File: src/rtl/dram_seq_pkg.sv
package dram_seq_pkg;

  localparam int AREA_W    = 3;
  localparam int AREA_BASE = 2;
  localparam int AREA_CNT  = 4;
  localparam int CTL_W     = 8;

  typedef enum logic [3:0] {
    ST_IDLE,
    ST_ROW,
    ST_ACT,
    ST_COL,
    ST_CASL,
    ST_OPEN,
    ST_PRE1,
    ST_PRE2,
    ST_NDONE
  } seq_state_e;

  typedef struct packed {
    logic       pre2;
    logic       burst;
    logic       hold_ras;
    logic [4:0] spare;
  } ctl_t;

endpackage

File: src/rtl/dram_seq_ctl_reg.sv
module dram_seq_ctl_reg
  import dram_seq_pkg::*;
(
  input  logic             clk,
  input  logic             rst,
  input  logic             we,
  input  logic [CTL_W-1:0] wdata,
  output ctl_t             ctl,
  output logic [CTL_W-1:0] rdata
);

  logic [CTL_W-1:0] q;

  always_ff @(posedge clk) begin
    if (rst) q <= '0;
    else if (we) q <= wdata;
  end

  assign ctl   = ctl_t'(q);
  assign rdata = q;

  // synchronous reset empties the register
  a_r1_reset_clear: assert property (@(posedge clk) rst |=> (q == '0));

endmodule

File: src/rtl/dram_seq_addr.sv
module dram_seq_addr
  import dram_seq_pkg::*;
#(
  parameter int ROW_W = 6,
  parameter int COL_W = 6,
  parameter int MUX_W = (ROW_W > COL_W) ? ROW_W : COL_W
) (
  input  logic                          clk,
  input  logic                          rst,
  input  logic [AREA_W+ROW_W+COL_W-1:0] addr,
  input  logic [AREA_CNT-1:0]           dram_map,
  input  logic                          load,
  input  logic                          sel_col,
  output logic                          is_dram,
  output logic                          row_hit,
  output logic [MUX_W-1:0]              mem_addr
);

  localparam int ROW_LSB = COL_W;
  localparam int AREA_LSB = ROW_W + COL_W;

  logic [AREA_W-1:0]   area;
  logic [ROW_W-1:0]    in_row, lat_row, row_nx;
  logic [COL_W-1:0]    in_col, lat_col, col_nx;
  logic [AREA_CNT-1:0] area_hit;

  assign area   = addr[AREA_LSB +: AREA_W];
  assign in_row = addr[ROW_LSB +: ROW_W];
  assign in_col = addr[COL_W-1:0];

  for (genvar g = 0; g < AREA_CNT; g++) begin : g_area
    assign area_hit[g] = (area == AREA_W'(AREA_BASE + g)) & dram_map[g];
  end

  assign is_dram = |area_hit;
  assign row_hit = (in_row == lat_row);
  assign row_nx  = load ? in_row : lat_row;
  assign col_nx  = load ? in_col : lat_col;

  always_ff @(posedge clk) begin
    if (rst) begin
      lat_row  <= '0;
      lat_col  <= '0;
      mem_addr <= '0;
    end else begin
      lat_row  <= row_nx;
      lat_col  <= col_nx;
      mem_addr <= sel_col ? MUX_W'(col_nx) : MUX_W'(row_nx);
    end
  end

endmodule

File: src/rtl/dram_seq_fsm.sv
module dram_seq_fsm
  import dram_seq_pkg::*;
#(
  parameter int DATA_W = 16
) (
  input  logic              clk,
  input  logic              rst,
  input  logic              req,
  input  logic              is_dram,
  input  logic              row_hit,
  input  logic              pre2,
  input  logic              burst,
  input  logic              hold_ras,
  input  logic              wait_en,
  input  logic              wait_n,
  input  logic [DATA_W-1:0] mem_rdata,
  output logic              load,
  output logic              sel_col,
  output logic              ras_n,
  output logic              cas_n,
  output logic              done,
  output logic [DATA_W-1:0] rd_data
);

  seq_state_e st_q, st_d;
  logic stretch, fin, page_ok;

  assign stretch = wait_en & ~wait_n;
  assign fin     = (st_q == ST_CASL) & ~stretch;
  assign page_ok = is_dram & row_hit & burst;

  always_comb begin
    st_d = st_q;
    load = 1'b0;
    case (st_q)
      ST_IDLE: if (req) begin
        load = 1'b1;
        st_d = is_dram ? ST_ROW : ST_NDONE;
      end
      ST_ROW:  st_d = ST_ACT;
      ST_ACT:  st_d = ST_COL;
      ST_COL:  st_d = ST_CASL;
      ST_CASL: if (!stretch) st_d = burst ? ST_OPEN : ST_PRE1;
      ST_OPEN: begin
        if (req) begin
          if (page_ok) begin
            load = 1'b1;
            st_d = ST_COL;
          end else begin
            st_d = ST_PRE1;
          end
        end else if (!(hold_ras && burst)) begin
          st_d = ST_PRE1;
        end
      end
      ST_PRE1: st_d = pre2 ? ST_PRE2 : ST_IDLE;
      ST_PRE2: st_d = ST_IDLE;
      ST_NDONE: st_d = ST_IDLE;
      default: st_d = ST_IDLE;
    endcase
  end

  assign sel_col = (st_d == ST_COL) || (st_d == ST_CASL);

  always_ff @(posedge clk) begin
    if (rst) begin
      st_q    <= ST_IDLE;
      ras_n   <= 1'b1;
      cas_n   <= 1'b1;
      done    <= 1'b0;
      rd_data <= '0;
    end else begin
      st_q  <= st_d;
      ras_n <= !((st_d == ST_ACT) || (st_d == ST_COL) ||
                 (st_d == ST_CASL) || (st_d == ST_OPEN));
      cas_n <= (st_d != ST_CASL);
      done  <= fin || (st_d == ST_NDONE);
      if (fin) rd_data <= mem_rdata;
    end
  end

  // completion is a single-cycle pulse
  a_r10_done_single: assert property (@(posedge clk) disable iff (rst)
    done |=> !done);
  // CAS only ever falls inside an active row
  a_r2_cas_under_ras: assert property (@(posedge clk) disable iff (rst)
    !cas_n |-> !ras_n);
  // once RAS rises it stays high for precharge plus idle at least
  a_r3_ras_high_min: assert property (@(posedge clk) disable iff (rst)
    $rose(ras_n) |=> ras_n ##1 ras_n);
  // a sampled wait keeps CAS low one more cycle
  a_r8_wait_stretch: assert property (@(posedge clk) disable iff (rst)
    (!cas_n && wait_en && !wait_n) |=> !cas_n);
  // with waits disabled CAS low lasts one cycle
  a_r9_wait_ignored: assert property (@(posedge clk) disable iff (rst)
    (!cas_n && !wait_en) |=> cas_n);
  // RAS-down mode keeps the row active while no request arrives
  a_r7_ras_down_holds: assert property (@(posedge clk) disable iff (rst)
    (!ras_n && cas_n && !req && hold_ras && burst) |=> !ras_n);

endmodule

File: src/rtl/dram_seq.sv
module dram_seq
  import dram_seq_pkg::*;
#(
  parameter int ROW_W  = 6,
  parameter int COL_W  = 6,
  parameter int DATA_W = 16,
  parameter int MUX_W  = (ROW_W > COL_W) ? ROW_W : COL_W
) (
  input  logic                          clk,
  input  logic                          rst,
  input  logic                          reg_we,
  input  logic [7:0]                    reg_wdata,
  output logic [7:0]                    reg_rdata,
  input  logic                          wait_en,
  input  logic [3:0]                    dram_map,
  input  logic                          req,
  input  logic [ROW_W+COL_W+2:0]        addr,
  output logic                          done,
  output logic [DATA_W-1:0]             rd_data,
  output logic [MUX_W-1:0]              mem_addr,
  output logic                          ras_n,
  output logic                          cas_n,
  input  logic [DATA_W-1:0]             mem_rdata,
  input  logic                          wait_n
);

  ctl_t ctl;
  logic load, sel_col, is_dram, row_hit;

  dram_seq_ctl_reg u_ctl (
    .clk   (clk),
    .rst   (rst),
    .we    (reg_we),
    .wdata (reg_wdata),
    .ctl   (ctl),
    .rdata (reg_rdata)
  );

  dram_seq_addr #(.ROW_W(ROW_W), .COL_W(COL_W), .MUX_W(MUX_W)) u_addr (
    .clk      (clk),
    .rst      (rst),
    .addr     (addr),
    .dram_map (dram_map),
    .load     (load),
    .sel_col  (sel_col),
    .is_dram  (is_dram),
    .row_hit  (row_hit),
    .mem_addr (mem_addr)
  );

  dram_seq_fsm #(.DATA_W(DATA_W)) u_fsm (
    .clk       (clk),
    .rst       (rst),
    .req       (req),
    .is_dram   (is_dram),
    .row_hit   (row_hit),
    .pre2      (ctl.pre2),
    .burst     (ctl.burst),
    .hold_ras  (ctl.hold_ras),
    .wait_en   (wait_en),
    .wait_n    (wait_n),
    .mem_rdata (mem_rdata),
    .load      (load),
    .sel_col   (sel_col),
    .ras_n     (ras_n),
    .cas_n     (cas_n),
    .done      (done),
    .rd_data   (rd_data)
  );

  // row address settles before RAS falls
  a_r2_row_setup: assert property (@(posedge clk) disable iff (rst)
    $fell(ras_n) |-> $stable(mem_addr));
  // column address settles before CAS falls
  a_r2_col_setup: assert property (@(posedge clk) disable iff (rst)
    $fell(cas_n) |-> $stable(mem_addr));

endmodule

File: config.mk
export PLATFORM = sky130hd
export DESIGN_NAME = dram_seq
export DESIGN_NICKNAME = d
export VERILOG_FILES = /design/src/rtl/dram_seq_pkg.sv /design/src/rtl/dram_seq_ctl_reg.sv /design/src/rtl/dram_seq_addr.sv /design/src/rtl/dram_seq_fsm.sv /design/src/rtl/dram_seq.sv
export SDC_FILE = /design/constraint.sdc
export NUM_CORES = 1
export LEC_CHECK = 0
export BUFFER_PORTS_ARGS = -buffer_cell sky130_fd_sc_hd__buf_2
export CORE_MARGIN = 4
export CORE_UTILIZATION = 47
export DETAILED_ROUTE_END_ITERATION = 6
export PLACE_DENSITY = 0.76
export SLEW_MARGIN = 10
export SYNTH_ARGS = -nofsm -noshare
export SYNTH_HDL_FRONTEND = slang
export SYNTH_SLANG_ARGS = --single-unit
File: constraint.sdc
create_clock -name clk -period 1.9 [get_ports clk]
set_input_delay 0.38 -clock clk [delete_from_list [all_inputs] [get_ports clk]]
set_output_delay 0.38 -clock clk [all_outputs]
set_load 0.02 [all_outputs]
* After elaboration in Yosys (flattened, before gate mapping) *
Index checks and enable logic that the tools add are counted.

storage, ports and cells
  logic and storage cells = 61
  bits of input ports = 49
  flip-flop bits (word level) = 49
  output and inout port bits = 33

cells by class
  reductions and logical operators = 9
  eq/ne operators = 17
  mux-type cells = 16
  bitwise operators = 10

operators with widths
  operator            number
  $pmux 4 s7          1
  $eq 4x3->1 const B  5
  $mux 4              5
  $mux 6              3
  $eq 4x2->1 const B  4
  $and 1x1->1         8
  $eq 3x2->1 const B  2
  $eq 3x3->1 const B  2
  $eq 6x6->1          1
  $mux 3              2
  $logic_or 1x1->1    5
  $eq 4x1->1 const B  1
  $eq 4x4->1 const B  1
  $logic_not 4->1     1
  $ne 4x3->1 const B  1
  $reduce_or 4->1     1
  $mux 1              3
  $mux 2              1
  $not 1->1           2
  $pmux 1 s2          1
  $logic_and 1x1->1   1
  $logic_not 1->1     1

* Depth between registers and ports, before layout *
Gate-level depths: netlist (run 1).

  word-level depth = 13
  gate-level depth with buffers = 7
  depth with buffers taken out = 6

* By module *
A second synthesis (run 1) with hierarchy kept.

unflattened totals
  cell total of the unflattened synthesis = 197
  area total of the unflattened synthesis = 2013.2 µm²

modules (own cells, without submodules)
  module            cells an instance  area an instance (µm²)  instances
  dram_seq_fsm      99                 940.9                   1
  dram_seq_addr     64                 726.9                   1
  dram_seq_ctl_reg  34                 345.3                   1

* Worst setup path before layout (run 1) *
OpenSTA, ideal clock, no wires.

  kind = input port to flip-flop
  start = in addr[6]
  end = reg u_addr.mem_addr[2]
  setup slack = 0.169 ns
  data arrival time = 1.606 ns
  stages = 7
  path buffers = 1
  required time = 1.776 ns
  cell sequence = xor2_1 nor3_1 nand4_4 nand2_4 buf_12 mux2i_1 o22ai_1

on the way
  cells in the longest elaborated chain, start to end = 9

ends and longest elaborated chain
  what                                             RTL line             source
  from (decl)                                      dram_seq.sv:17       input logic [ROW_W+COL_W+2:0] addr,
  $eq 6x6->1 *                                     dram_seq_addr.sv:36  assign row_hit = (in_row == lat_row);
  $and 1x1->1 * (2 in a row)                       dram_seq_fsm.sv:30   assign page_ok = is_dram & row_hit & burst;
  $mux 3                                           dram_seq_fsm.sv:46   if (page_ok) begin
  $mux 4                                           dram_seq_fsm.sv:45   if (req) begin
  $pmux 4 s7                                       dram_seq_fsm.sv:35   case (st_q)
  $eq 4x2->1 / $eq 4x3->1 (equally long branches)  dram_seq_fsm.sv:63   assign sel_col = (st_d == ST_COL) || (st_d == ST_CASL);
  $logic_or 1x1->1                                 dram_seq_fsm.sv:63
  $mux 6 *                                         dram_seq_addr.sv:48  mem_addr <= sel_col ? MUX_W'(col_nx) : MUX_W'(row_nx);
  to (signal assigned)                             dram_seq_addr.sv:48
  to (decl)                                        dram_seq_addr.sv:16  output logic [MUX_W-1:0] mem_addr

Every way passes the cells marked *; elsewhere a longest branch is shown, timed or not.
A chain may end at the register's enable or synchronous reset.

* Worst setup path after layout (run 1) *
  start = reg u_fsm.st_q[1]
  end = reg u_addr.mem_addr[5]

on the way
  cells in the longest elaborated chain, start to end = 6

ends and longest elaborated chain
  what                                             RTL line             source
  from (decl)                                      dram_seq_fsm.sv:25   seq_state_e st_q, st_d;
  from (signal assigned)                           dram_seq_fsm.sv:73   st_q <= st_d;
  $mux 4                                           dram_seq_fsm.sv:52   end else if (!(hold_ras && burst)) begin
  $mux 4                                           dram_seq_fsm.sv:45
  $pmux 4 s7                                       dram_seq_fsm.sv:35
  $eq 4x2->1 / $eq 4x3->1 (equally long branches)  dram_seq_fsm.sv:63
  $logic_or 1x1->1                                 dram_seq_fsm.sv:63
  $mux 6 *                                         dram_seq_addr.sv:48

Marked as above.

==> summary.txt, run 1 <==
Run status
  • Outcome: completed

Clocking
  • Clock insertion delay at the later pin of the skew report: ~0.29 ns
  • Clock Sink Count: 49
  • CTS buffer count: 5
  • CTS hold repair buffers: 0
  • Number of H-tree levels: 2
  • CTS tree: done
  • CTS Buffer Depth: 2
  • Clock Tree Root: clkbuf_8
  • Clock Pin Slew Worst Setup and Hold Paths: 0.09 ns

STA
  • RSZ-0062 raised after global routing: false
  • Total negative setup slack: 0 ns
  • Max Clock Skew: 0.00959 ns
  • Max_slew headroom: between 60 and 70%
  • Period utilisation layout: 93.9%
  • Final Hold Vio Count: 0
  • Final setup viols: 0
  • Smallest hold slack: 0.313 ns
  • Setup WS post-layout: between 0.1 and 0.15 ns
  • Slew Viols, Final: 0
  • Max Clk Rate: between 0.5 and 0.6 GHz
  • Worst-Margin Slew: 0.465 ns
  • Tmin final: 1.78 ns

Worst setup path
  • Worst EP required: 2.11 ns
  • CP Launch Type: flip-flop
  • Setup CP Type: flip-flop to flip-flop
  • CP arrival: 2.00 ns
  • Worst setup EP type: flip-flop
  • Worst reg-to-reg setup slack: 0.12 ns
  • CP max FO: 7

Synthesis
  • Leading post-synthesis cells by cell area: dfxtp_1 (48%), mux2i_1 (11%), nand2_1 (6.3%), a21oi_1 (4.9%), nor2_1 (4.2%)
  • Post-synth top cells: dfxtp_1 (49), nand2_1 (34), nor2_1 (23)
  • Synth warn: 0
  • Mapped Area: 2040 um^2
  • Mean area per synthesized cell: 9.69 um^2
  • Async SR Flop Fraction: 0%
  • Sequential fraction of the synthesis area: 48.2%
  • Number of synthesized register bits: 49
  • Synthesized Nets: 259
  • Area leader, netlist: dfxtp_1
  • Yosys top cell area share: 48.2%
  • Post-synth EDFFs: 0
  • Syn Inst Count: 210
  • Yosys cell types: 38
  • Most instantiated library cell after synthesis: dfxtp_1
  • Most used flip-flop cell after synthesis: dfxtp_1

Floorplanning
  • Floorplan Core Area: 4090 um^2
  • Die ar.: 5450 um^2
  • Top Ports: 82
  • Number of core rows: 23
  • Die Width: approximately 74 um
  • Initial Util: 49.8%
  • Die H: 73.8 um

Placed design
  • IO Port Bufs: 81
  • Post-DP HPWL: around 3400 um
  • Final Wtd Congestion: approximately 0.83
  • DP Worst Slack: -0.0675 ns

Drt
  • Drt drc: 0
  • ANT nets after route: 0
  • Vias per cell: ~5
  • Vias after detailed routing: 1708
  • Drt total wl: between 4000 and 5000 um
  • First-pass DRT Iterations: 4
  • Initial DRC count: 91
  • WL per Instance: about 13 um

Flow run
  • Max-Cap Viols: 0

Layout
  • # diodes: 0
  • Nets: 341
  • Area delta synth->final: 26.7%
  • # fillers: about 370
  • Layout cells sized above 1: approximately 38%

Pwr
  • Leak Pwr: 1.17 nW
  • Power per cell area: 773 nW/um^2
  • Max IR drop VDD: 0.607 mV

Worst hold path
  • Worst Hold Class: input pin to flip-flop

GRT
  • Antenna violations before repair: 0
  • First-pass GRT wire length: 7270 um
  • Vias in the first global route: 1657
  • Grt total ovfl: 0
  • Total GRT Usage: 16.9%
  • Largest net degree at the start of global routing: 26
power breakdown:
part,internal [W],switching [W]
clock network,0.000261,0.000319
logic,0.000141,0.000167
registers,0.00108,0.0000288
total,0.00148,0.000515
critical path, cell delays in order (launching register included):
cell and delay, ns:
dfxtp_1 0.38, or3b_4 0.45, o31ai_4 0.25, a21oi_2 0.14
nand3_2 0.14, nand4b_4 0.16, o22ai_1 0.20
cell type report:
type | instances | area [um^2] | share of cell area [%]
multi-input combinational | 147 | 985 | 38.2
sequential | 49 | 983 | 38.1
timing repair buffer | 89 | 465 | 18.0
clock buffer | 7 | 76.3 | 2.96
tap | 50 | 62.6 | 2.42
clock inverter | 1 | 7.51 | 0.291
logic make-up after synthesis:
family	share of synthesized area, %
AND/OR/NAND/NOR	22.1
multiplexers	10.8
XOR/XNOR	3.01
buffers and inverters	4.18
AO/OA/AOI/OAI	11.7
flip-flops	48.2
cell usage in the layout (no fill, tap or decap), drive strengths merged:
cell      count
o32ai         1
nor3b         1
nand3b        5
o31ai         1
buf          89
mux2i        22
or2           1
nand4b        1
nand3         3
and3b         1
nand4         1
nor2         23
nor4          1
o21ai         2
a21oi        21
o22ai         6
nor2b         2
clkinvlp      1
nor3          2
or3b          2
nand2        35
xor2          4
xnor2         3
dfxtp        49
nor4b         1
a221oi        1
clkbuf        7
nand2b        2
a31o          1
and2          2
and4          1
or3           1
worst paths after layout:
check             cells after the start            endpoint             start
setup / recovery                      6  u_addr.mem_addr[5]     u_fsm.st_q[1]
hold reg to reg                       2    u_fsm.rd_data[0]  u_fsm.rd_data[0]
setup reg to reg                      6  u_addr.mem_addr[5]     u_fsm.st_q[1]
hold / removal                        3    u_fsm.rd_data[4]      mem_rdata[4]
metal layers:
metal,GRT usage (%),routed length (um),vias to the layer above
li1,-,-,878
met1,21.4,1930,773
met2,28.1,2220,53
met3,3.97,326,4
met4,5.63,45,0
met5,0,0,-
timing repair:
action	in CTS	in global routing
gates resized for setup	0	5
endpoints found under the hold margin	0	0
endpoints found under the setup margin	0	9
buffers inserted	0	0
flip-flops by register name, summed over array words and instances (netlist names):
name and cells:
u_fsm.rd_data 16, u_ctl.ctl 8, u_addr.lat_col 6, u_addr.lat_row 6
u_addr.mem_addr 6, u_fsm.st_q 4, u_fsm.cas_n 1, u_fsm.done 1
u_fsm.ras_n 1
per-stage QoR:
step | std cells | total power [W] | cell area, um^2 | util (%)
finish | 343 | 0.00199 | 2580 | 63.1
global route | 343 | 0.00208 | 2580 | 63.1
CTS | 343 | 0.00201 | 2560 | 62.7
detailed placement | 335 | 0.00143 | 2480 | 60.7
global placement | 335 | 0.00143 | 2480 | 60.7
floorplan | 210 | 0.00133 | 2040 | -
No activity file was read; power rests on OpenSTA's default activity.
==> run 2, diff against run 1 <==
Settings changed: SYNTH_HIERARCHICAL from default to 1.
==> summary.txt, run 2 <==
Run status
  • Outcome: finished, violations left
  • Failing checks: negative setup slack

STA
  • Final Hold Vio Count: 0
  • Max_slew headroom: 81.1%
  • Final setup viols: 6
  • Max Clock Skew: approximately 0.0018 ns
  • Setup WS post-layout: -0.137 ns
  • Max Clk Rate: 0.491 GHz
  • Period utilisation layout: 107%
  • Total negative setup slack: -0.712 ns
  • RSZ-0062 raised after global routing: true
  • Worst-Margin Slew: approximately 0.28 ns
  • Smallest hold slack: 0.319 ns
  • Slew Viols, Final: 0
  • Tmin final: 2.04 ns

Synthesis
  • Synth warn: 6
  • Async SR Flop Fraction: 0%
  • Synth Area in XOR/XNOR: 2.61%
  • Mean area per synthesized cell: 10.2 um^2
  • Post-synth EDFFs: 0
  • Yosys top cell area share: between 40% and 50%
  • Mux share of post-synthesis cell area: around 19%
  • Synth Area in Simple Gates: 16.7%
  • Yosys cell types: 34
  • Post-synth top cells: dfxtp_1 (49), mux2i_1 (39), nor2_1 (37)
  • Number of synthesized register bits: 49
  • Area leader, netlist: dfxtp_1
  • Adder-cell share of the synthesized area: 0%
  • Sequential fraction of the synthesis area: 48.7%
  • Synthesized Nets: 246
  • Synth Area in Compound Gates: 6.53%
  • Syn Inst Count: slightly below 200
  • Most used flip-flop cell after synthesis: dfxtp_1
  • Mapped Area: 2010 um^2
  • Most instantiated library cell after synthesis: dfxtp_1
  • Leading post-synthesis cells by cell area: dfxtp_1 (49%), mux2i_1 (19%), nor2_1 (6.9%), buf_4 (3.0%), a2bb2oi_1 (2.2%)
  • Largest family of logic cells by synthesized area: multiplexers

Clocking
  • Clock insertion delay at the later pin of the skew report: 0.29 ns
  • Clock Sink Count: between 40 and 50
  • Clock Pin Slew Worst Setup and Hold Paths: around 0.08 ns
  • CTS tree: done
  • CTS Buffer Depth: 2
  • CTS buffer count: 5
  • Number of H-tree levels: 2
  • Clock Tree Root: clkbuf_8

Worst setup path
  • CP max FO: 6
  • CP Launch Type: flip-flop
  • Worst setup path start: u_addr/lat_row[5]
  • CP max stage delay: 0.34 ns
  • Cells along the critical path: xnor2_2 > nand4_1 > nor3_2 > nand3_1 > o21ai_1 > a31oi_1 > or2_1 > mux2i_4 > and2b_2 > a2bb2oi_1
  • Worst reg-to-reg setup slack: -0.14 ns
  • Reg2Reg Depth: 10
  • CP arrival: roughly 2.3 ns
  • Crit-path slowest cell: dfxtp_2
  • Critical Path Sink: u_addr/mem_addr[0]
  • Worst setup EP type: flip-flop
  • RR Startpoint: u_addr/lat_row[5]
  • R2r endpoint: u_addr/mem_addr[0]
  • Setup CP Type: flip-flop to flip-flop
  • Worst EP required: approximately 2.1 ns

Layout
  • Commonest non-fill, non-tap cell in the layout: buf_2
  • # diodes: 0
  • Largest register FFs: 16
  • Area delta synth->final: 34.7%
  • Final Core Density: 66.8%
  • Most frequent cells in the layout: buf_2 (81), dfxtp_1 (46), nor2_1 (37)
  • Reg with most FFs: u_fsm/rd_data
  • Layout Cells excl Fill: 340
  • Layout cells sized above 1: 44.5%
  • Nets: between 300 and 400
  • Finished Cell Area: 2710 um^2

Pwr
  • Pint: about 0.0016 W
  • Comb pwr share: 17.8%
  • Sequential power share: 53.7%
  • Leak Pwr: about 1.4 nW
  • Clock power share: 28.5%
  • Power per cell area: 763 nW/um^2
  • Switching share of power: 24.8%
  • Max IR drop VDD: 0.459 mV
  • Psw: 0.000513 W

GRT
  • First-pass GRT wire length: roughly 7500 um
  • Largest net degree at the start of global routing: 20
  • Total GRT Usage: 17.9%
  • Antenna violations before repair: 0
  • Grt total ovfl: 0
  • Vias in the first global route: 1732

Drt
  • Vias after detailed routing: approximately 1700
  • Initial DRC count: 99
  • Vias per cell: roughly 5.0
  • First-pass DRT Iterations: 4
  • WL per Instance: between 10 and 15 um
  • Drt drc: 0
  • Drt total wl: 4560 um
  • ANT nets after route: 0

Worst hold path
  • Worst Hold Class: input pin to flip-flop

Floorplanning
  • Top Ports: between 80 and 90
  • Number of core rows: 23
  • Initial Util: between 40% and 50%
  • Die ar.: between 5000 and 6000 um^2
  • Floorplan Core Area: approximately 4000 um^2
  • Die H: 73.4 um
  • Die Width: 73.4 um

Placed design
  • Placed Area: 2530 um^2
  • Final Wtd Congestion: approximately 0.85
  • IO Port Bufs: 81
  • Dpl cells: ~330
  • Post-DP HPWL: 3440 um

Flow run
  • Max-Cap Viols: 0
## run 2: per-stage QoR
step,worst slack [ns],total power [W]
finish,-0.137,0.00207
global route,-0.301,0.00218
CTS,-0.121,0.00207
detailed placement,-0.440,0.00146
global placement,-0.375,0.00146
floorplan,-0.153,0.00134
## run 2: critical path, delay by kind of cell, from the launching register on
kind,cells,cell delay [ns]
flops,1,0.34
mux,1,0.15
simple gates,5,0.89
compound gates,3,0.44
xor+xnor,1,0.15
## run 2: cells by family (layout without fill, tap and decap cells)
| kind of cell | count (synthesis) | count (layout) |
|---|---|---|
| and+or+nand+nor | 68 | 68 |
| DFF | 49 | 49 |
| muxes | 39 | 39 |
| buffers and inverters | 18 | 111 |
| AOI/OAI and AO/OA | 17 | 17 |
| xor gates and xnor gates | 6 | 6 |
## run 2: metal layers
layer  wire length, um  vias up  track usage [%]
li1                  -      853                -
met1              1840      790             20.6
met2              2300       57             31.1
met3               370        5             5.47
met4                47        0             6.04
met5                 0        -                0
## run 2: cell type report
class	count	area, um^2
Sequential cell	49	985
Tap cell	50	62.6
Timing Repair Buffer	101	563
Multi-Input combinational cell	130	1000
Clock buffer	7	86.3
Inverter	3	11.3
Fill cell	345	1350
## run 2: what timing repair did
item | CTS | global route
hold buffers | 0 | 0
gates cloned | 0 | 1
pin swaps | 0 | 1
setup buffers | 2 | 1
gates resized for setup | 7 | 11
endpoints found under the setup margin | 8 | 12
## run 2: power by group through the flow
stage / combinational (W) / clock [W] / sequential [W]
2_1_floorplan: 0.000193 / 0 / 0.00114
3_3_place_gp: 0.000329 / 0 / 0.00113
3_5_place_dp: 0.000335 / 0 / 0.00113
4_1_cts: 0.000343 / 0.000615 / 0.00111
5_1_grt: 0.000403 / 0.000659 / 0.00112
6_report: 0.000368 / 0.000589 / 0.00111
## run 2: worst min-delay path by stage
stage	start	endpoint	slack (ns)	cells past startpoint
after floorplan	u_addr/lat_col[2]	u_addr/lat_col[2]	0.46	2
after global placement	u_ctl/ctl[1]	u_ctl/ctl[1]	0.47	2
after detailed placement	u_ctl/ctl[1]	u_ctl/ctl[1]	0.48	2
after CTS	mem_rdata[15]	u_fsm/rd_data[15]	0.31	3
after global routing	mem_rdata[6]	u_fsm/rd_data[6]	0.32	3
final	mem_rdata[9]	u_fsm/rd_data[9]	0.32	3
